$ cat src/rtl/booth_pkg.sv
package booth_pkg;
  typedef enum logic [1:0] {
    OP_HOLD = 2'd0,
    OP_ADD  = 2'd1,
    OP_SUB  = 2'd2
  } booth_op_e;
endpackage

$ cat src/rtl/booth_recode.sv
module booth_recode
  import booth_pkg::*;
(
  input  logic      q_lsb,
  input  logic      q_guard,
  output booth_op_e op
);
  always_comb begin
    unique case ({q_lsb, q_guard})
      2'b10:   op = OP_SUB;
      2'b01:   op = OP_ADD;
      default: op = OP_HOLD;
    endcase
  end
endmodule

$ cat src/rtl/booth_step.sv
module booth_step
  import booth_pkg::*;
#(
  parameter int WIDTH = 8
) (
  input  logic [WIDTH:0]   acc,
  input  logic [WIDTH-1:0] mq,
  input  logic [WIDTH:0]   mcand,
  input  booth_op_e        op,
  output logic [WIDTH:0]   acc_nxt,
  output logic [WIDTH-1:0] mq_nxt,
  output logic             guard_nxt
);
  logic [WIDTH:0] sum;

  always_comb begin
    unique case (op)
      OP_ADD:  sum = acc + mcand;
      OP_SUB:  sum = acc - mcand;
      default: sum = acc;
    endcase
    acc_nxt   = {sum[WIDTH], sum[WIDTH:1]};
    mq_nxt    = {sum[0], mq[WIDTH-1:1]};
    guard_nxt = mq[0];
  end
endmodule

$ cat src/rtl/booth_ctrl.sv
module booth_ctrl #(
  parameter int WIDTH = 8,
  localparam int CW = $clog2(WIDTH + 1)
) (
  input  logic clk,
  input  logic rst,
  input  logic start,
  output logic busy,
  output logic load,
  output logic last
);
  logic [CW-1:0] cnt;

  assign load = start && !busy;
  assign last = busy && (cnt == CW'(1));

  always_ff @(posedge clk) begin
    if (rst) begin
      busy <= 1'b0;
      cnt  <= '0;
    end else if (load) begin
      busy <= 1'b1;
      cnt  <= CW'(WIDTH);
    end else if (busy) begin
      cnt <= cnt - CW'(1);
      if (last) busy <= 1'b0;
    end
  end

  p_cnt_live_r5: assert property (@(posedge clk) disable iff (rst)
    busy |-> (cnt != '0));
  p_count_down_r5: assert property (@(posedge clk) disable iff (rst)
    (busy && !last) |=> (busy && cnt == $past(cnt) - CW'(1)));
  p_finish_r5: assert property (@(posedge clk) disable iff (rst)
    last |=> !busy);
endmodule

$ cat src/rtl/booth_mult.sv
module booth_mult
  import booth_pkg::*;
#(
  parameter int WIDTH = 8,
  localparam int PW = 2 * WIDTH
) (
  input  logic             clk,
  input  logic             rst,
  input  logic             start,
  input  logic [WIDTH-1:0] op_a,
  input  logic [WIDTH-1:0] op_b,
  output logic             busy,
  output logic             done,
  output logic [PW-1:0]    product
);
  logic [WIDTH:0]   acc, acc_nxt, mcand;
  logic [WIDTH-1:0] mq, mq_nxt;
  logic             guard, guard_nxt;
  logic             load, last;
  booth_op_e        op;

  booth_ctrl #(.WIDTH(WIDTH)) u_ctrl (
    .clk(clk), .rst(rst), .start(start),
    .busy(busy), .load(load), .last(last)
  );

  booth_recode u_recode (.q_lsb(mq[0]), .q_guard(guard), .op(op));

  booth_step #(.WIDTH(WIDTH)) u_step (
    .acc(acc), .mq(mq), .mcand(mcand), .op(op),
    .acc_nxt(acc_nxt), .mq_nxt(mq_nxt), .guard_nxt(guard_nxt)
  );

  always_ff @(posedge clk) begin
    if (rst) begin
      acc     <= '0;
      mq      <= '0;
      guard   <= 1'b0;
      mcand   <= '0;
      product <= '0;
      done    <= 1'b0;
    end else begin
      done <= last;
      if (load) begin
        acc   <= '0;
        guard <= 1'b0;
        mq    <= op_b;
        mcand <= {op_a[WIDTH-1], op_a};
      end else if (busy) begin
        acc   <= acc_nxt;
        mq    <= mq_nxt;
        guard <= guard_nxt;
        if (last) product <= {acc_nxt[WIDTH-1:0], mq_nxt};
      end
    end
  end

  p_load_clears_r2: assert property (@(posedge clk) disable iff (rst)
    (start && !busy) |=> (busy && acc == '0 && !guard));
  p_sub_on_10_r3: assert property (@(posedge clk) disable iff (rst)
    (busy && mq[0] && !guard) |-> (op == OP_SUB));
  p_add_on_01_r3: assert property (@(posedge clk) disable iff (rst)
    (busy && !mq[0] && guard) |-> (op == OP_ADD));
  p_sign_copy_r4: assert property (@(posedge clk) disable iff (rst)
    (busy && !load) |=> (acc[WIDTH] == acc[WIDTH-1] || $past(op) != OP_HOLD));
  p_done_pulse_r6: assert property (@(posedge clk) disable iff (rst)
    done |=> !done);
  p_done_idle_r6: assert property (@(posedge clk) disable iff (rst)
    done |-> !busy);
  p_hold_product_r7: assert property (@(posedge clk) disable iff (rst)
    !done |-> $stable(product));
endmodule

$ cat config.mk
export PLATFORM = sky130hd
export DESIGN_NAME = booth_mult
export DESIGN_NICKNAME = d
export VERILOG_FILES = /design/src/rtl/booth_pkg.sv /design/src/rtl/booth_recode.sv /design/src/rtl/booth_step.sv /design/src/rtl/booth_ctrl.sv /design/src/rtl/booth_mult.sv
export SDC_FILE = /design/constraint.sdc
export NUM_CORES = 1
export LEC_CHECK = 0
export BUFFER_PORTS_ARGS = -buffer_cell sky130_fd_sc_hd__buf_4
export CAP_MARGIN = 20
export CORE_UTILIZATION = 37
export DETAILED_ROUTE_END_ITERATION = 12
export PLACE_DENSITY = 0.67
export SYNTH_ARGS = -nofsm -noshare
export SYNTH_HDL_FRONTEND = slang
export SYNTH_SLANG_ARGS = --single-unit
$ cat constraint.sdc
create_clock -name clk -period 2.4 [get_ports clk]
set_input_delay 0.48 -clock clk [delete_from_list [all_inputs] [get_ports clk]]
set_output_delay 0.48 -clock clk [all_outputs]
set_load 0.01 [all_outputs]
==> metrics.txt <==
met3 usage 0.0264; height of the chip around 82 µm; Critical Path, Cell by Cell inv_2, ha_4, mux2i_4, ha_1, nor2b_4, o31a_1, or4_4, o311ai_4, o21ai_1; startpoint class of the critical path flop; switching power of the nets between 500 and 600 µW; initial DRC count 64; Clock Sinks 47; Port Buffers 36; signed area change from the synthesized netlist to the final layout 27.3%; post-place setup slack -0.0431 ns; Post-Synth XOR/XNOR Area 0.0477; gr busiest metal met2; initial standard-cell utilization of the core 0.394; number of standard-cell rows in the floorplan 28; total die area about 6800 µm²; kind of path behind the tightest hold check primary input to flop; Adder-Cell Fraction of Synth Area 0.0713; top flip-flop cell by instance count after synthesis dfxtp_1; vias post-DR 2,103; max-capacitance violation count 0; Layout Cell Area excl Fill ~3000 µm²; Tot GR Track Use 0.174; commonest non-fill, non-tap cells in the layout 55 x buf_4, 43 x dfxtp_1, 31 x nor2_1; H-tree depth 2; fin cells around 400; crit path setup slack, layout 0.00533 ns; fin util 0.501; maximum cell stage delay along the critical path between 0.4 and 0.5 ns; result of the run finished, final reports clean; hold buffers post-CTS 0; final count of negative-setup-slack endpoints 0; Data required, critical path approximately 2.6 ns; Final TNS setup 0 ns; Async S/R FF share, synth 0; maximum clock frequency about 420 MHz; root buffer selected by CTS clkbuf_8; post-synthesis sequential area ratio 0.394; DRC violations left 0; RSZ-0062 raised after global routing true; switching share of power 0.298; Worst-Skew Late Latency between 0.3 and 0.4 ns; max-slew violations 0; warnings from Yosys 0; average wire length per cell after detail routing ~13 µm; overflow left after global routing 0; final WL 5.39 mm; sequential fraction of design power 0.429; ratio of routed vias to standard cells 5.23; arrival time reported for the critical path endpoint 2.60 ns; Cell Area, Synth ~2400 µm²; most frequent standard cell in the layout excluding fill and tap cells buf_4; total power density per cell area about 650 nW/µm²; fraction of layout instances using a drive strength above 1 0.257; layout net count 358; dominant combinational cell family by area after synthesis compound AO/OA/AOI/OAI gates; gp weighted congestion ~0.86; clock-pin slew on the worst setup and hold paths 0.10 ns; fill cell instance count of the final layout between 600 and 700; CP max FO 6; internal cell power between 1 and 1.5 mW; synthesized area per cell between 8 and 9 µm²; global routing met1 resource utilization 0.217; synthesized net count ~310; post-layout min period about 2.4 ns; largest net degree at the start of global routing 34; GR Util met2 0.298; maximum buffer depth of the clock tree 2; part of the total power dissipated in the clock network 0.313; share of power burned in combinational logic 0.258; number of antenna repair diodes 0; number of synthesized register bits 47; number of library cell types mapped by synthesis 42; Critical Path Sink Type flop; first-pass GRT wire length a little under 9 mm; CTS tree done; number of nets with antenna violations after routing 0; Placeable Area between 6000 and 7000 µm²; Static Leak 1.27 nW; slew at the pin with the worst max-slew slack 0.429 ns; synthesized-area fraction occupied by ao, oa, aoi and oai cells 0.197; die span in x a little over 80 µm; # IOs 37; Post-Synthesis Cells 280; cell total after placement 393; number of enable flip-flop cells after synthesis 0; multiplexer share of the synthesized area 0.0681; Crit Path Category flop to flop; standard cell with the maximum stage delay on the critical path or4_4; clock buffer count from CTS 5; final hold vios 0; cell area after placement between 2000 and 3000 µm²; number of antenna violations at the first check in global routing 0; Synth Area in Simple Gates 0.177; maximum VDD drop around 0.00036 V; dpl hpwl between 3 and 4 mm; Max Clock Skew around 0.0096 ns; portion of the clock cycle consumed by the worst path in the final layout 0.998; PnR Total Power between 1.5 and 2 mW; final worst hold slack about 0.41 ns; number of global-route vias before repair ~2,000; number of detailed-routing iterations run before antenna repair 4; relative slew slack 0.714
==> repair_timing <==
action	4_1_cts	5_1_grt
setup buffers	0	1
setup endpoints to repair	3	5
pin swaps	1	3
gates resized for setup	2	9
==> synth_stat cells (2+ instances only) <==
master / number / area share
a32oi_1: 4 / 0.015
buf_2: 2 / 0.0042
mux2_2: 2 / 0.0094
o21ai_0: 15 / 0.031
nand2b_1: 5 / 0.013
a21oi_1: 26 / 0.055
inv_1: 12 / 0.019
nand2_1: 27 / 0.042
mux2i_1: 14 / 0.059
nor4_1: 2 / 0.0052
nand3b_1: 2 / 0.0063
nor2_1: 32 / 0.050
buf_1: 5 / 0.0079
ha_1: 12 / 0.063
xnor2_1: 11 / 0.040
a211oi_1: 6 / 0.019
nor3_1: 8 / 0.017
a31oi_1: 3 / 0.0079
nor2b_1: 4 / 0.010
clkbuf_1: 9 / 0.014
nand3_1: 3 / 0.0063
xor2_1: 2 / 0.0073
o21ai_1: 2 / 0.0042
dfxtp_1: 47 / 0.39
a22o_1: 8 / 0.029
==> per-layer routing <==
metal  vias to the layer above  routed length (µm)
met5                         -                   0
met4                         0                  82
met3                         6                 113
met2                        23                2690
met1                       996                2500
li1                       1078                   -
==> area by class of cell <==
type	instances	area, µm²	area share
tap	75	93.8	0.0309
clock buffer	5	68.8	0.0227
timing repair buffer	55	413	0.136
inverter	12	45.0	0.0148
sequential	47	946	0.311
multi-input combinational	205	1420	0.469
clock inverter	3	47.5	0.0157
==> registers in the layout (all words and copies together) (netlist names) <==
name and flops:
product 16, done 1, mcand 8, u_ctrl.busy 1
acc 8, guard 1, u_ctrl.cnt 4, mq 8
==> worst max-delay path, delay by kind of cell, from the launching register on <==
family,cells,cell delay (ns)
compound gates,3,0.67
simple gates,2,0.57
fa+ha+maj,2,0.44
flops,1,0.33
mux,1,0.24
buf+inv,1,0.06
==> worst paths after layout <==
| check | startpoint | end | slack, ns | cells after the start |
|---|---|---|---|---|
| worst max register to register | guard$_SDFFE_PP0P_ | product[14]$_SDFFE_PP0P_ | 0.005 | 9 |
| worst min-delay path | op_a[2] | mcand[2]$_SDFFE_PP0P_ | 0.41 | 3 |
| worst min register to register | product[10]$_SDFFE_PP0P_ | product[10]$_SDFFE_PP0P_ | 0.46 | 2 |
| worst max-delay path | guard$_SDFFE_PP0P_ | product[14]$_SDFFE_PP0P_ | 0.005 | 9 |
==> cells by family (layout without fill, tap and decap cells) <==
logic type / count (synthesis) / count (layout)
AOI/OAI and AO/OA: 74 / 74
xor gates and xnor gates: 13 / 13
adders and majority gates: 13 / 13
buffers and inverters: 28 / 75
DFF: 47 / 47
muxes: 16 / 16
and+or+nand+nor: 89 / 89
==> power groups by stage <==
stage | logic [mW] | registers, mW | clock network, mW
after CTS | 0.487 | 0.845 | 0.636
after global placement | 0.470 | 0.862 | 0
final | 0.510 | 0.846 | 0.618
after floorplan | 0.334 | 0.859 | 0
after global routing | 0.574 | 0.850 | 0.655
after detailed placement | 0.477 | 0.863 | 0
(Power assumes the default switching activity.)
